<file path="src/rtl/mbx_pkg.sv">
package mbx_pkg;
  localparam int unsigned OFS_CMD  = 'h0;
  localparam int unsigned OFS_STAT = 'h4;
  localparam int unsigned OFS_ACK  = 'h8;

  typedef enum logic [1:0] {
    SEL_CMD  = 2'd0,
    SEL_STAT = 2'd1,
    SEL_ACK  = 2'd2,
    SEL_NONE = 2'd3
  } mbx_sel_e;
endpackage

</file>
<file path="src/rtl/mbx_cmd_slot.sv">
module mbx_cmd_slot #(
  parameter int unsigned DW = 32
) (
  input  logic          clk,
  input  logic          rst_n,
  input  logic          wr_en,
  input  logic [DW-1:0] wr_data,
  input  logic          take,
  output logic [DW-1:0] slot_q,
  output logic          pending
);
  logic [DW-1:0] slot_d;

  assign pending = |slot_q;

  always_comb begin
    slot_d = slot_q;
    if (pending) begin
      if (take) slot_d = '0;
    end else if (wr_en) begin
      slot_d = wr_data;
    end
  end

  always_ff @(posedge clk or negedge rst_n) begin
    if (!rst_n) slot_q <= '0;
    else        slot_q <= slot_d;
  end


  post_while_busy_chk: assert property (@(posedge clk) disable iff (!rst_n)
    (pending && !take && wr_en) |=> $stable(slot_q));


  hold_under_backpressure_chk: assert property (@(posedge clk) disable iff (!rst_n)
    (pending && !take) |=> (pending && $stable(slot_q)));


  empty_after_take_chk: assert property (@(posedge clk) disable iff (!rst_n)
    (pending && take) |=> !pending);
endmodule

</file>
<file path="src/rtl/mbx_ack_stat.sv">
module mbx_ack_stat #(
  parameter int unsigned DW = 32
) (
  input  logic          clk,
  input  logic          rst_n,
  input  logic          flag_wr,
  input  logic [DW-1:0] flag_wdata,
  input  logic          ack,
  input  logic [DW-1:0] status_in,
  output logic          flag_q,
  output logic [DW-1:0] status_q
);
  logic clr_req;

  assign clr_req = flag_wr && (flag_wdata == '0);

  always_ff @(posedge clk or negedge rst_n) begin
    if (!rst_n) begin
      flag_q   <= 1'b0;
      status_q <= '0;
    end else begin
      if (ack) begin
        flag_q   <= 1'b1;
        status_q <= status_in;
      end else if (clr_req) begin
        flag_q <= 1'b0;
      end
    end
  end


  ack_beats_clear_chk: assert property (@(posedge clk) disable iff (!rst_n)
    ack |=> flag_q);


  status_capture_chk: assert property (@(posedge clk) disable iff (!rst_n)
    ack |=> (status_q == $past(status_in)));


  status_hold_chk: assert property (@(posedge clk) disable iff (!rst_n)
    !ack |=> $stable(status_q));


  nonzero_write_keeps_chk: assert property (@(posedge clk) disable iff (!rst_n)
    (!ack && flag_wr && flag_wdata != '0) |=> $stable(flag_q));
endmodule

</file>
<file path="src/rtl/mbx_rd_mux.sv">
module mbx_rd_mux #(
  parameter int unsigned DW = 32
) (
  input  mbx_pkg::mbx_sel_e sel,
  input  logic [DW-1:0]     slot_q,
  input  logic [DW-1:0]     status_q,
  input  logic              flag_q,
  output logic [DW-1:0]     rdata
);
  import mbx_pkg::*;

  always_comb begin
    unique case (sel)
      SEL_CMD:  rdata = slot_q;
      SEL_STAT: rdata = status_q;
      SEL_ACK:  rdata = {{(DW-1){1'b0}}, flag_q};
      default:  rdata = '0;
    endcase
  end
endmodule

</file>
<file path="src/rtl/cmd_mailbox.sv">
module cmd_mailbox #(
  parameter int unsigned DATA_W = 32,
  parameter int unsigned ADDR_W = 4
) (
  input  logic              clk,
  input  logic              rst_n,
  input  logic [ADDR_W-1:0] host_addr,
  input  logic              host_we,
  input  logic [DATA_W-1:0] host_wdata,
  output logic [DATA_W-1:0] host_rdata,
  output logic              cmd_valid,
  input  logic              cmd_ready,
  output logic [DATA_W-1:0] cmd_data,
  input  logic              cop_ack,
  input  logic [DATA_W-1:0] cop_status
);
  import mbx_pkg::*;

  localparam logic [ADDR_W-1:0] A_CMD  = ADDR_W'(OFS_CMD);
  localparam logic [ADDR_W-1:0] A_STAT = ADDR_W'(OFS_STAT);
  localparam logic [ADDR_W-1:0] A_ACK  = ADDR_W'(OFS_ACK);

  mbx_sel_e          sel;
  logic [DATA_W-1:0] slot_q;
  logic [DATA_W-1:0] status_q;
  logic              flag_q;

  always_comb begin
    if      (host_addr == A_CMD)  sel = SEL_CMD;
    else if (host_addr == A_STAT) sel = SEL_STAT;
    else if (host_addr == A_ACK)  sel = SEL_ACK;
    else                          sel = SEL_NONE;
  end

  mbx_cmd_slot #(.DW(DATA_W)) u_slot (
    .clk     (clk),
    .rst_n   (rst_n),
    .wr_en   (host_we && sel == SEL_CMD),
    .wr_data (host_wdata),
    .take    (cmd_ready),
    .slot_q  (slot_q),
    .pending (cmd_valid)
  );

  assign cmd_data = slot_q;

  mbx_ack_stat #(.DW(DATA_W)) u_ack (
    .clk        (clk),
    .rst_n      (rst_n),
    .flag_wr    (host_we && sel == SEL_ACK),
    .flag_wdata (host_wdata),
    .ack        (cop_ack),
    .status_in  (cop_status),
    .flag_q     (flag_q),
    .status_q   (status_q)
  );

  mbx_rd_mux #(.DW(DATA_W)) u_rd (
    .sel      (sel),
    .slot_q   (slot_q),
    .status_q (status_q),
    .flag_q   (flag_q),
    .rdata    (host_rdata)
  );


  unmapped_zero_chk: assert property (@(posedge clk) disable iff (!rst_n)
    (host_addr != A_CMD && host_addr != A_STAT && host_addr != A_ACK) |-> (host_rdata == '0));


  post_loads_chk: assert property (@(posedge clk) disable iff (!rst_n)
    (!cmd_valid && host_we && host_addr == A_CMD && host_wdata != '0)
      |=> (cmd_valid && cmd_data == $past(host_wdata)));
endmodule

</file>
<file path="config.mk">
export PLATFORM = sky130hd
export DESIGN_NAME = cmd_mailbox
export DESIGN_NICKNAME = d
export VERILOG_FILES = /design/src/rtl/mbx_pkg.sv /design/src/rtl/mbx_cmd_slot.sv /design/src/rtl/mbx_ack_stat.sv /design/src/rtl/mbx_rd_mux.sv /design/src/rtl/cmd_mailbox.sv
export SDC_FILE = /design/constraint.sdc
export NUM_CORES = 1
export LEC_CHECK = 0
export BUFFER_PORTS_ARGS = -buffer_cell sky130_fd_sc_hd__buf_4
export CORE_ASPECT_RATIO = 0.9
export CORE_MARGIN = 2
export CORE_UTILIZATION = 50
export CTS_CLUSTER_SIZE = 24
export DETAILED_ROUTE_END_ITERATION = 10
export HOLD_SLACK_MARGIN = 0.12
export PLACE_DENSITY = 0.84
export SLEW_MARGIN = 10
export SYNTH_ARGS = -nofsm -noshare
export SYNTH_HDL_FRONTEND = slang
export SYNTH_SLANG_ARGS = --single-unit
export TNS_END_PERCENT = 10
</file>
<file path="constraint.sdc">
create_clock -name clk -period 3.4 [get_ports clk]
set_clock_uncertainty 0.15 [all_clocks]
set_input_delay 0.34 -clock clk [delete_from_list [all_inputs] [get_ports clk]]
set_output_delay 0.34 -clock clk [all_outputs]
set_load 0.02 [all_outputs]
</file>
==> run metrics, run 1 <==
Setup Buffers After CTS 0; crit share post-route 70.1%; post-DP HPWL 6560 microns; H-tree levels 3; Final nets 533; EDFF count, synth 0; largest family of logic cells by synthesized area simple AND/OR/NAND/NOR gates; clk_lat worst skew 0.34 ns; Max-cap violations 0; TritonCTS clock tree built; post-synthesis register bit count 65; Die Height 79.7 microns; fin crit period 2.38 ns; mapped cell area 3180 sq um; max_slew headroom 45.0%; Finished Core Util 81.1%; Worst EP arrival 1.89 ns; WL/cell 19.3 microns; setup TNS 0 ns; PD cells 401 nW/um^2; core area 6150 sq um; Synth Flop Type dfrtp_1; Worst-Margin Slew 0.824 ns; Syn Inst Count 281; Hold Crit Class input port to flip-flop; Area growth syn-to-layout 56.7%; Pre-antenna DRT Iters 5; FFs w/ async S/R, synth 100%; initial DRC count 332; Die W 88.1 microns; vias in the first global route 3223; # diodes 0; clock buffer depth 2; DRC viols 0; Final Hold Fails 0; CTS Buf Count 9; LEAKAGE 0.00226 uW; Sink Count 65; slowest CP cell dfrtp_1; Final Max Tran Viols 0; Final ANT Viol Nets 0; commonest cells after routing, fill and taps aside buf_4, dfrtp_1, dlygate4sd3_1; crit path kind flip-flop to output pin; CP required 2.91 ns; WL final 10600 microns; most common cell after layout, fill and taps aside buf_4; std cell rows 27; cells along the critical path nor4_1, nand4_1, or2_2, buf_4; Setup-failing EPs final 0; CP peak stage delay 0.45 ns; CP startpoint kind flip-flop; hold-critical path depth 3; overall routing resource usage 30.5%; GRT Residual Overflow 0; Worst R2R Path Depth 4; largest net degree at the start of global routing 66; first-pass GRT wire length 16200 microns; antenna violations before repair 0; RSZ-0062 raised after global routing false; synth unique cells 19; XOR/XNOR share of the synthesized area 0%; outcome finished, final reports clean; # IOs 138; Achievable Freq 0.420 GHz; Reg clk slew, reported paths 0.07 ns; Synth Area per Inst 11.3 sq um; worst-path fanout max 4; Initial Utilization 51.8%; Adder-Cell Fraction of Synth Area 0%; syn nets 354; GPL Wtd Cong 0.786; Root Driver clkbuf_8; Synth Area in Simple Gates 17.4%; Port Buf Inserts 137; post-DR vias/cell 5.85; share of cells above drive strength 1 41.5%; Synth Area in Compound Gates 16.6%; Vias 3230; Crit. End Element output pin; Synth warnings 0; Die Area 7020 sq um; portion of netlist area occupied by mux cells 11.6%; sequential share of the synthesized area 51.1%; Max VDD drop 0.297 mV
==> metal layers <==
layer  up-vias  routed length (microns)  GRT usage [%]
met5         -                        0              0
met1      1585                     4120           38.2
met2       174                     5380           51.3
met3        38                      796           5.58
met4         0                      337           13.9
li1       1433                        -              -
==> power breakdown <==
group | switching, uW | internal (uW) | total (uW) | leakage [uW]
sequential | 37.2 | 822 | 859 | 0.000828
combinational | 233 | 198 | 431 | 0.00133
clock | 300 | 409 | 709 | 0.000106
==> repair_timing <==
| action | in CTS | in global routing |
|---|---|---|
| gates resized for setup | 0 | 0 |
| hold endpoints to repair | 115 | 0 |
| hold buffers | 51 | 0 |
==> sequential cells by signal, summed over array words and instances, names as in the netlist <==
name            count
u_ack.flag_q        1
u_ack.status_q     32
u_slot.slot_q      32
==> final timing paths <==
path / startpoint / end / slack, ns
max: u_slot.slot_q[1] / cmd_valid / 1.02
min: host_wdata[19] / u_slot.slot_q[19] / 0.13
max reg2reg: u_slot.slot_q[1] / u_slot.slot_q[8] / 1.35
min reg2reg: u_ack.status_q[3] / u_ack.status_q[3] / 0.36
max in group asynchronous: rst_n / u_slot.slot_q[3] / 2.08
min in group asynchronous: rst_n / u_ack.status_q[31] / 0.48
==> layout make-up <==
| cell class | instances | area [sq um] |
|---|---|---|
| repair buffers | 194 | 1580 |
| well taps | 87 | 109 |
| clock inverters | 6 | 82.6 |
| clock buffers | 10 | 128 |
| fillers | 383 | 1160 |
| multi-input cells | 190 | 1460 |
| flip-flops and latches | 65 | 1630 |
==> cells by family (layout without fill, tap and decap cells) <==
kind of cell / after synthesis / in the layout
multiplexers: 33 / 33
buffers and inverters: 26 / 210
flip-flops: 65 / 65
AO/OA/AOI/OAI: 65 / 65
AND/OR/NAND/NOR: 92 / 92
==> critical path: cells and delay by family, from the launching register on <==
kind	cells	cell delay, ns
buffers and inverters	1	0.16
DFF	1	0.45
and+or+nand+nor	3	0.94
==> Yosys cell counts (3+ instances only) <==
| cell | count | area share [%] |
|---|---|---|
| nor4b_1 | 3 | 0.83 |
| clkbuf_1 | 20 | 2.4 |
| nand3_1 | 32 | 5.0 |
| dfrtp_1 | 65 | 51 |
| o31ai_1 | 32 | 7.5 |
| nor3_1 | 3 | 0.47 |
| nor4_1 | 14 | 2.8 |
| mux2_2 | 32 | 11 |
| nand2b_1 | 32 | 6.3 |
| a22o_1 | 31 | 8.5 |
| nand4_1 | 4 | 0.79 |
| buf_2 | 6 | 0.94 |
==> metrics by stage <==
stage | instance area [sq um] | std cells | total power, uW | hold WS (ns) | worst slack, ns
final | 4990 | 552 | 2000 | 0.127 | 1.02
after global routing | 4990 | 552 | 2070 | 0.137 | 0.984
after CTS | 4990 | 552 | 1990 | 0.122 | 1.05
after detailed placement | 4270 | 485 | 1240 | 0.332 | 1.39
after global placement | 4270 | 485 | 1230 | 0.338 | 1.40
after floorplan | 3180 | 281 | 1060 | -0.106 | 1.57
Power figures use the tool's default switching activity.
==> run 2, diff against run 1 <==
--- a/config.mk
+++ b/config.mk
@@ -8,11 +8,11 @@
 export BUFFER_PORTS_ARGS = -buffer_cell sky130_fd_sc_hd__buf_4
 export CORE_ASPECT_RATIO = 0.9
 export CORE_MARGIN = 2
-export CORE_UTILIZATION = 50
+export CORE_UTILIZATION = 43
 export CTS_CLUSTER_SIZE = 24
 export DETAILED_ROUTE_END_ITERATION = 10
 export HOLD_SLACK_MARGIN = 0.12
-export PLACE_DENSITY = 0.84
+export PLACE_DENSITY = 0.76
 export SLEW_MARGIN = 10
 export SYNTH_ARGS = -nofsm -noshare
 export SYNTH_HDL_FRONTEND = slang
==> constraint.sdc (replaced) <==
create_clock -name clk -period 2.1 [get_ports clk]
set_clock_uncertainty 0.15 [all_clocks]
set_input_delay 0.21 -clock clk [delete_from_list [all_inputs] [get_ports clk]]
set_output_delay 0.21 -clock clk [all_outputs]
set_load 0.02 [all_outputs]
==> run 2 against run 1 <==
Compared with the run above:
- flip-flop and latch count did not move
- non-clock buffer count rose by 26
- design area rose by 6.7%
- worst setup slack got worse by 0.96 ns
- count of clock-buffer cells in the layout rose by 2
- combinational power rose by 88%
- global-route usage fell by 3.2 points
- clock power rose by 48%
- sequential power rose by 62%
- utilization fell by 6.3 points
- largest cell class is now non-clock buffers
- highest routed layer unchanged
==> run metrics, run 2 (synthesized netlist as in run 1, its figures left out) <==
CP startpoint kind flip-flop; Worst EP arrival 1.69 ns; GRT Residual Overflow 0; crit share post-route 97.5%; Setup-failing EPs final 0; Initial Utilization 44.8%; worst-path fanout max 4; setup TNS 0 ns; Max VDD drop 0.736 mV; antenna violations before repair 0; Final Max Tran Viols 0; std cell rows 29; post-DR vias/cell 5.65; Regs by FF count u_ack.status_q x32, u_slot.slot_q x32, u_ack.flag_q x1; DRC viols 0; cells along the critical path nor4_4, nand4_1, or2_4, buf_6; Sink Count 65; worst reg2reg endpoint u_slot.slot_q[21]; Hold Crit Class input port to flip-flop; fin crit period 2.05 ns; Root Driver clkbuf_8; Worst Setup Slack, final 0.0535 ns; Final nets 559; # IOs 138; overall routing resource usage 27.3%; Die Area 8110 sq um; Non-Filler Instances 583; CTS Buf Count 9; Worst R2R Path Depth 6; WL final 10800 microns; pre-CTS setup slack 0.172 ns; Power Total 3250 uW; share of cells above drive strength 1 44.9%; PD cells 611 nW/um^2; clock buffer depth 2; most common cell after layout, fill and taps aside buf_4; endpoint of the worst hold path u_ack.flag_q; crit path kind flip-flop to output pin; Pre-antenna DRT Iters 4; Final Hold Fails 0; first-pass GRT wire length 17000 microns; RSZ-0062 raised after global routing true; TritonCTS clock tree built; placed cell count 493; Worst-Margin Slew 0.827 ns; CP required 1.74 ns; Vias 3293; hold-critical path depth 4; H-tree levels 3; Port Buf Inserts 137; largest net degree at the start of global routing 66; LEAKAGE 0.00242 uW; Final ANT Viol Nets 0; core area 7110 sq um; Max-cap violations 0; outcome finished, final reports clean; WL/cell 18.5 microns; Die Height 85.6 microns; largest delay contributor family on the critical path simple AND/OR/NAND/NOR gates; Reg clk slew, reported paths 0.07 ns; slowest CP cell dfrtp_2; Area growth syn-to-layout 67.1%; max_slew headroom 44.9%; worst r2r src u_slot.slot_q[31]; initial DRC count 285; post-DP HPWL 6760 microns; vias in the first global route 3439; Crit. End Element output pin; Die W 94.7 microns; clk_lat worst skew 0.34 ns; commonest cells after routing, fill and taps aside buf_4, dlygate4sd3_1, dfrtp_1; Finished Core Util 74.8%; R2R setup slack 0.06 ns; GPL Wtd Cong 0.870; # diodes 0; Hold Path Origin host_addr[0]; Achievable Freq 0.489 GHz; CP peak stage delay 0.45 ns; buffers and inverters on the worst path 1
run 2: cell count changes in the layout (fill, tap and decap cells not counted), moves of 2 or more:
cell           change
dfrtp_1            -3
nor4_4             +3
clkbuf_8           +2
buf_4             +11
nor4_1             -7
dlygate4sd3_1     +14
o31ai_2            +6
o31ai_1            -6
nor4_2             +4
dfrtp_2            +3
run 2: metrics by stage:
step | hold slack (ns) | instance area [sq um]
6_report | 0.146 | 5320
5_1_grt | 0.145 | 5320
4_1_cts | 0.140 | 5220
3_5_place_dp | 0.206 | 4290
3_3_place_gp | 0.214 | 4290
2_1_floorplan | -0.236 | 3180
run 2: worst max path at each step:
stage,from,endpoint,slack (ns),cells after the start
2_1_floorplan,u_slot.slot_q[26],cmd_valid,0.41,3
3_3_place_gp,u_slot.slot_q[1],cmd_valid,0.16,4
3_5_place_dp,u_slot.slot_q[1],u_slot.slot_q[1],0.17,4
4_1_cts,u_slot.slot_q[7],cmd_valid,0.04,4
5_1_grt,u_slot.slot_q[12],u_slot.slot_q[21],-0.06,6
6_report,u_slot.slot_q[31],cmd_valid,0.05,4
run 2: power breakdown:
group,switching [uW],internal (uW),leakage [uW],total (uW)
clock,449,603,0.000102,1050
sequential,60.9,1330,0.000823,1390
combinational,414,395,0.00150,809
run 2: per-layer routing:
layer	share of wire, %	track usage (%)	vias to the layer above
met2	51	44.7	149
met1	40	34.7	1637
met4	2.2	10.0	0
li1	-	-	1483
met5	0	0	-
met3	7.0	7.47	24
run 2: worst min-delay path, stage by stage:
cell,delay [ns]
buf_4,0.12
nor3_1,0.06
nand4_1,0.08
o32a_1,0.14
run 2: timing repair:
item                                   CTS  global route
endpoints found under the hold margin  130             0
gates resized for setup                  5            16
hold buffers                            65             0
buffers inserted                         8             2
setup endpoints to repair                1            33
pin swaps                                4             4
run 2: area by class of cell:
| class | count | area, sq um |
|---|---|---|
| Timing Repair Buffer | 220 | 1820 |
| Clock buffer | 12 | 155 |
| Clock inverter | 3 | 40.0 |
| Multi-Input combinational cell | 190 | 1560 |
| Tap cell | 93 | 116 |
| Fill cell | 508 | 1790 |
| Sequential cell | 65 | 1630 |
